$ cat config.mk
export PLATFORM = sky130hd
export DESIGN_NAME = mains_calendar
export DESIGN_NICKNAME = d
export VERILOG_FILES = /design/src/rtl/mc_cal_pkg.sv /design/src/rtl/mc_prescaler.sv /design/src/rtl/mc_cal_core.sv /design/src/rtl/mc_view.sv /design/src/rtl/mains_calendar.sv
export SDC_FILE = /design/constraint.sdc
export NUM_CORES = 1
export LEC_CHECK = 0
export ABC_CLOCK_PERIOD_IN_PS = 8520
export CAP_MARGIN = 25
export CORE_UTILIZATION = 57
export DETAILED_ROUTE_END_ITERATION = 10
export PLACE_DENSITY = 0.9
export SYNTH_ARGS = -nofsm -noshare
export SYNTH_HDL_FRONTEND = slang
export SYNTH_HIERARCHICAL = 1
export SYNTH_SLANG_ARGS = --single-unit
$ cat constraint.sdc
create_clock -name clk -period 8.52 [get_ports clk]
set_input_delay 0.852 -clock clk [delete_from_list [all_inputs] [get_ports clk]]
set_output_delay 0.852 -clock clk [all_outputs]
set_load 0.02 [all_outputs]
$ cat src/rtl/mc_cal_pkg.sv
package mc_cal_pkg;

    typedef logic [7:0] bcd8_t;

    typedef struct packed {
        logic [1:0] cent;
        bcd8_t      year;
        bcd8_t      month;
        bcd8_t      date;
        logic [2:0] wday;
        bcd8_t      hours;
        bcd8_t      mins;
        bcd8_t      secs;
    } cal_t;

    localparam cal_t CAL_RESET = '{cent: 2'd0, year: 8'h00, month: 8'h01,
                                   date: 8'h01, wday: 3'd1, hours: 8'h00,
                                   mins: 8'h00, secs: 8'h00};

    localparam bcd8_t SEC_TOP   = 8'h59;
    localparam bcd8_t HOUR_TOP  = 8'h23;
    localparam bcd8_t MONTH_TOP = 8'h12;
    localparam bcd8_t YEAR_TOP  = 8'h99;
    localparam logic [2:0] WDAY_TOP = 3'd7;

    function automatic bcd8_t bcd_inc(bcd8_t v);
        if (v[3:0] >= 4'd9)
            return {v[7:4] + 4'd1, 4'd0};
        return {v[7:4], v[3:0] + 4'd1};
    endfunction

    // Divisible by 4 in BCD: even tens need units 0/4/8, odd tens need 2/6.
    function automatic logic year_div4(bcd8_t y);
        if (y[4])
            return (y[3:0] == 4'd2) || (y[3:0] == 4'd6);
        return (y[3:0] == 4'd0) || (y[3:0] == 4'd4) || (y[3:0] == 4'd8);
    endfunction

    function automatic logic is_leap(bcd8_t y, logic [1:0] c);
        if (y == 8'h00)
            return c == 2'd0;
        return year_div4(y);
    endfunction

    function automatic bcd8_t last_day(bcd8_t m, bcd8_t y, logic [1:0] c);
        case (m)
            8'h02:                      return is_leap(y, c) ? 8'h29 : 8'h28;
            8'h04, 8'h06, 8'h09, 8'h11: return 8'h30;
            default:                    return 8'h31;
        endcase
    endfunction

endpackage

$ cat src/rtl/mc_prescaler.sv
module mc_prescaler #(
    parameter int DIV_LO   = 50,
    parameter int DIV_HI   = 60,
    parameter int SYNC_LEN = 2
) (
    input  logic clk,
    input  logic rst,
    input  logic line_in,
    input  logic sel_hi,
    input  logic stop,
    input  logic restart,
    output logic tick,
    output logic first_half
);
    localparam int CW = $clog2(DIV_HI + 1);
    localparam logic [CW-1:0] LIM_LO  = CW'(DIV_LO - 1);
    localparam logic [CW-1:0] LIM_HI  = CW'(DIV_HI - 1);
    localparam logic [CW-1:0] HALF_LO = CW'(DIV_LO / 2);
    localparam logic [CW-1:0] HALF_HI = CW'(DIV_HI / 2);

    logic [SYNC_LEN-1:0] sync_q;
    logic                prev_q;
    logic                edge_seen;
    logic [CW-1:0]       cnt_q;
    logic [CW-1:0]       lim;
    logic [CW-1:0]       half;
    logic                at_lim;

    always_ff @(posedge clk) begin
        if (rst) begin
            sync_q <= '0;
            prev_q <= 1'b0;
        end else begin
            sync_q <= {sync_q[SYNC_LEN-2:0], line_in};
            prev_q <= sync_q[SYNC_LEN-1];
        end
    end

    assign edge_seen = sync_q[SYNC_LEN-1] & ~prev_q;
    assign lim       = sel_hi ? LIM_HI : LIM_LO;
    assign half      = sel_hi ? HALF_HI : HALF_LO;
    assign at_lim    = (cnt_q >= lim);

    always_ff @(posedge clk) begin
        if (rst || restart)
            cnt_q <= '0;
        else if (edge_seen && !stop)
            cnt_q <= at_lim ? '0 : cnt_q + 1'b1;
    end

    assign tick       = edge_seen & ~stop & at_lim;
    assign first_half = (cnt_q < half);

    assert_cnt_range_R2: assert property (@(posedge clk) disable iff (rst)
        cnt_q <= lim);

    assert_tick_wrap_R2: assert property (@(posedge clk) disable iff (rst)
        tick |=> (cnt_q == '0));

endmodule

$ cat src/rtl/mc_cal_core.sv
module mc_cal_core
    import mc_cal_pkg::*;
(
    input  logic clk,
    input  logic rst,
    input  logic tick,
    input  logic load,
    input  cal_t load_val,
    output cal_t cur
);
    cal_t nxt;

    always_comb begin
        nxt = cur;
        if (load) begin
            nxt = load_val;
        end else if (tick) begin
            if (cur.secs >= SEC_TOP) begin
                nxt.secs = 8'h00;
                if (cur.mins >= SEC_TOP) begin
                    nxt.mins = 8'h00;
                    if (cur.hours >= HOUR_TOP) begin
                        nxt.hours = 8'h00;
                        nxt.wday  = (cur.wday >= WDAY_TOP) ? 3'd1 : cur.wday + 3'd1;
                        if (cur.date >= last_day(cur.month, cur.year, cur.cent)) begin
                            nxt.date = 8'h01;
                            if (cur.month >= MONTH_TOP) begin
                                nxt.month = 8'h01;
                                if (cur.year >= YEAR_TOP) begin
                                    nxt.year = 8'h00;
                                    nxt.cent = cur.cent + 2'd1;
                                end else begin
                                    nxt.year = bcd_inc(cur.year);
                                end
                            end else begin
                                nxt.month = bcd_inc(cur.month);
                            end
                        end else begin
                            nxt.date = bcd_inc(cur.date);
                        end
                    end else begin
                        nxt.hours = bcd_inc(cur.hours);
                    end
                end else begin
                    nxt.mins = bcd_inc(cur.mins);
                end
            end else begin
                nxt.secs = bcd_inc(cur.secs);
            end
        end
    end

    always_ff @(posedge clk) begin
        if (rst)
            cur <= CAL_RESET;
        else
            cur <= nxt;
    end

    assert_wday_wrap_R4: assert property (@(posedge clk) disable iff (rst)
        (tick && !load && cur.secs == 8'h59 && cur.mins == 8'h59 &&
         cur.hours == 8'h23 && cur.wday == 3'd7) |=> (cur.wday == 3'd1));

    assert_century_step_R7: assert property (@(posedge clk) disable iff (rst)
        !load |=> (cur.cent == $past(cur.cent) || cur.year == 8'h00));

endmodule

$ cat src/rtl/mc_view.sv
module mc_view
    import mc_cal_pkg::*;
(
    input  logic clk,
    input  logic rst,
    input  logic freeze,
    input  cal_t src,
    output cal_t vis
);
    always_ff @(posedge clk) begin
        if (rst)
            vis <= CAL_RESET;
        else if (!freeze)
            vis <= src;
    end

    assert_freeze_hold_R10: assert property (@(posedge clk) disable iff (rst)
        freeze |=> $stable(vis));

endmodule

$ cat src/rtl/mains_calendar.sv
module mains_calendar
    import mc_cal_pkg::*;
#(
    parameter int DIV_LO = 50,
    parameter int DIV_HI = 60
) (
    input  logic       clk,
    input  logic       rst,
    input  logic       line_in,
    input  logic       cfg_we,
    input  logic       cfg_stop,
    input  logic       cfg_sel60,
    input  logic       cfg_sqw_en,
    input  logic       load_en,
    input  logic [7:0] ld_sec,
    input  logic [7:0] ld_min,
    input  logic [7:0] ld_hour,
    input  logic [2:0] ld_wday,
    input  logic [7:0] ld_date,
    input  logic [7:0] ld_month,
    input  logic [7:0] ld_year,
    input  logic [1:0] ld_cent,
    input  logic       freeze,
    output logic [7:0] sec_o,
    output logic [7:0] min_o,
    output logic [7:0] hour_o,
    output logic [2:0] wday_o,
    output logic [7:0] date_o,
    output logic [7:0] month_o,
    output logic [7:0] year_o,
    output logic [1:0] cent_o,
    output logic       sqw_o
);
    logic stop_q, sel_q, sqw_en_q;
    logic restart, tick, first_half;
    cal_t load_val, cal_int, cal_vis;

    always_ff @(posedge clk) begin
        if (rst) begin
            stop_q   <= 1'b0;
            sel_q    <= 1'b1;
            sqw_en_q <= 1'b0;
        end else if (cfg_we) begin
            stop_q   <= cfg_stop;
            sel_q    <= cfg_sel60;
            sqw_en_q <= cfg_sqw_en;
        end
    end

    assign restart = load_en | (cfg_we & (cfg_sel60 != sel_q));

    assign load_val = '{cent: ld_cent, year: ld_year, month: ld_month,
                        date: ld_date, wday: ld_wday, hours: ld_hour,
                        mins: ld_min, secs: ld_sec};

    mc_prescaler #(.DIV_LO(DIV_LO), .DIV_HI(DIV_HI), .SYNC_LEN(2)) u_div (
        .clk        (clk),
        .rst        (rst),
        .line_in    (line_in),
        .sel_hi     (sel_q),
        .stop       (stop_q),
        .restart    (restart),
        .tick       (tick),
        .first_half (first_half)
    );

    mc_cal_core u_core (
        .clk      (clk),
        .rst      (rst),
        .tick     (tick),
        .load     (load_en),
        .load_val (load_val),
        .cur      (cal_int)
    );

    mc_view u_view (
        .clk    (clk),
        .rst    (rst),
        .freeze (freeze),
        .src    (cal_int),
        .vis    (cal_vis)
    );

    assign sec_o   = cal_vis.secs;
    assign min_o   = cal_vis.mins;
    assign hour_o  = cal_vis.hours;
    assign wday_o  = cal_vis.wday;
    assign date_o  = cal_vis.date;
    assign month_o = cal_vis.month;
    assign year_o  = cal_vis.year;
    assign cent_o  = cal_vis.cent;
    assign sqw_o   = sqw_en_q & first_half;

    assert_stop_hold_R8: assert property (@(posedge clk) disable iff (rst)
        (stop_q && !load_en) |=> $stable(cal_int));

    assert_load_take_R9: assert property (@(posedge clk) disable iff (rst)
        load_en |=> (cal_int.secs == $past(ld_sec) && cal_int.year == $past(ld_year)
                     && cal_int.cent == $past(ld_cent)));

    assert_sqw_after_tick_R11: assert property (@(posedge clk) disable iff (rst)
        (tick && sqw_en_q && !cfg_we) |=> sqw_o);

endmodule

==> impl_metrics.env <==
export IMPL_die_w_um=107
export IMPL_grt_use_met3_pct=6.38
export IMPL_r2r_start="u_core/cur[35]$_SDFFE_PP1P_"
export IMPL_rsz0062_at_grt="false"
export IMPL_gr_usage_all_layers_pct=29.1
export IMPL_overflow=0
export IMPL_finalPower_uw=1450
export IMPL_syn_area_sq_um=6310
export IMPL_startpoint_type="flip-flop"
export IMPL_ys_top_cells_by_count="118 x dfxtp_1, 87 x nor2_1, 56 x mux2i_1"
export IMPL_met1_usage_pct=35.4
export IMPL_gr_max_usage_layer="met2"
export IMPL_cts_tree="done"
export IMPL_hold_path_class="reg2reg"
export IMPL_synthTopCellsByArea="dfxtp_1 37%, ha_1 8.9%, mux2i_1 8.9%"
export IMPL_hold_viol=0
export IMPL_yosysSeqAreaShare_pct=37.4
export IMPL_syn_inst=676
export IMPL_drt_iter0_drc=440
export IMPL_cts_root_buffer="clkbuf_8"
export IMPL_synth_edf_count=0
export IMPL_antenna_found_initial=0
export IMPL_grt_met2_usage_pct=48.2
export IMPL_numCtsBuffers=17
export IMPL_startpoint="u_core/cur[35]$_SDFFE_PP1P_"
export IMPL_layout_min_cycle_time_ps=3430
export IMPL_cp_required_ps=8940
export IMPL_netlist_area_leader_share_pct=37.4
export IMPL_setup_viol=0
export IMPL_synthDistinctLibCells=82
export IMPL_hp_start="u_div/sync_q[0]$_SDFF_PP0_"
export IMPL_worst_clock_skew_ps=8.16
export IMPL_start_util_pct=58.5
export IMPL_hpwl_um=11000
export IMPL_crit_type="reg2reg"
export IMPL_area_growth_pct=24.9
export IMPL_ys_warn_count=6
export IMPL_clock_sinks=118
export IMPL_drive_gt1_share_pct=8.35
export IMPL_async_reset_ff_share_pct=0
export IMPL_core_area_sq_um=10800
export IMPL_grt_pass1_wl_um=26300
export IMPL_crit_arrival_ps=3850
export IMPL_cts_hold_buf=0
export IMPL_power_density_nw_per_um2=184
export IMPL_postPlaceCellArea_sq_um=7350
export IMPL_syn_avg_cell_area_sq_um=9.34
export IMPL_final_cell_area_sq_um=7890
export IMPL_max_cap_viol_count=0
export IMPL_final_setup_tns_ps=0
export IMPL_finalCritPeriodShare_pct=40.3
export IMPL_yosysMostFrequentCell="dfxtp_1"
export IMPL_row_count=38
export IMPL_clock_latency_ps=520
export IMPL_avgViaCountPerCell=6.06
export IMPL_ir_drop_uv=112
export IMPL_place_ws_ps=5220
export IMPL_yosys_area_top_type="dfxtp_1"
export IMPL_leakagePower_uw=0.00312
export IMPL_clkTransAtPathRegs_ps=60
export IMPL_post_cts_buffers=0
export IMPL_fin_ws_ps=5090
export IMPL_routedWlPerCell_um=17.6
export IMPL_place_congestion=0.902
export IMPL_worst_pin_slew_ps=928
export IMPL_wirelength_um=16400
export IMPL_place_port_buffers=115
export IMPL_firstDrtPassIters=8
export IMPL_vias=5632
export IMPL_cts_resized_gates=0
export IMPL_ios=116
export IMPL_layout_nets=886
export IMPL_syn_nets=783
export IMPL_cts_htree_levels=4
export IMPL_die_height_um=107
export IMPL_cp_max_fo=6
export IMPL_route_detailed_drc=0
export IMPL_die_area_sq_um=11500
export IMPL_diodes=0
export IMPL_max_freq_mhz=291
export IMPL_ys_seq_elements=118
export IMPL_ys_flop_type="dfxtp_1"
export IMPL_cts_path_max_buffers=2
export IMPL_grt_pass1_vias=5425
export IMPL_end_kind="flip-flop"
export IMPL_grt_max_degree=67
export IMPL_max_slew_margin_pct=38.2
export IMPL_outcome="finished, final reports clean"
export IMPL_drv_slew=0
export IMPL_ant_nets=0
[sequential cells by signal (all words and copies together), names as in the netlist]
register,count
u_view/vis,53
stop_q,1
u_core/cur,53
sqw_en_q,1
sel_q,1
u_div/sync_q,2
u_div/prev_q,1
u_div/cnt_q,6
[worst max-delay path, stage by stage, from the launching register on]
cell and delay, ps:
dfxtp_1 440, inv_1 140, ha_1 260, o211ai_1 180, a21oi_1 100, a31oi_1 180, nor3_1 90, mux2i_1 210
ha_1 280, or4b_4 490, and4_4 250, o21ai_2 270, a2111oi_0 130, a211oi_1 320
[cell type report]
cell class	instances	area, sq um
clock buffer	26	488
tap	140	175
clock inverter	4	45.0
timing repair buffer	118	1160
inverter	39	146
multi-input combinational	485	3510
sequential	118	2360
fill	746	2910
[placed cells by master, fill, tap and decap left out, drive strengths merged, types with 6 or more instances in the layout]
master,n
o31ai,11
nor3b,6
a221oi,9
nand4,6
o211ai,7
a211oi,19
dfxtp,118
o21ai,24
nor2b,7
inv,39
nand3,15
a311oi,11
a211o,6
a22oi,11
a31oi,6
mux2i,56
nand2b,6
ha,45
buf,6
clkdlybuf4s50,112
clkbuf,26
nor3,11
a21oi,36
nor2,91
nand2,36
[stage by stage]
step | instances | hold slack (ps) | util (%)
after global placement | 900 | 422 | 68.1
final | 930 | 451 | 73.1
after floorplan | 676 | 414 | -
after detailed placement | 900 | 435 | 68.1
after CTS | 930 | 454 | 73.1
after global routing | 930 | 464 | 73.1
[final timing paths]
check / cells after the start / slack [ps] / end
max: 13 / 5090 / u_core/cur[44]$_SDFFE_PP0P_
min reg2reg: 1 / 450 / u_div/sync_q[1]$_SDFF_PP0_
min: 1 / 450 / u_div/sync_q[1]$_SDFF_PP0_
max reg2reg: 13 / 5090 / u_core/cur[44]$_SDFFE_PP0P_
[cells by family (layout without fill, tap and decap cells)]
| group | after synthesis | in the layout | share of synthesized area (%) |
|---|---|---|---|
| fa+ha+maj | 45 | 45 | 8.92 |
| xor+xnor | 6 | 6 | 0.833 |
| flops | 118 | 118 | 37.4 |
| compound gates | 170 | 170 | 19.9 |
| mux | 56 | 56 | 8.88 |
| buf+inv | 73 | 187 | 7.00 |
| simple gates | 208 | 208 | 17.0 |
[power breakdown]
part / total, uW / switching (uW) / internal [uW]
Clock: 649 / 236 / 413
Combinational: 200 / 110 / 90.2
Sequential: 598 / 24.0 / 574
[per-layer routing]
metal,routed length (um),vias up,part of all wire [%]
li1,-,2661,-
met4,577,0,3.5
met2,7970,263,49
met1,6800,2659,42
met3,1030,49,6.3
met5,0,-,0
Power figures use the tool's default switching activity.
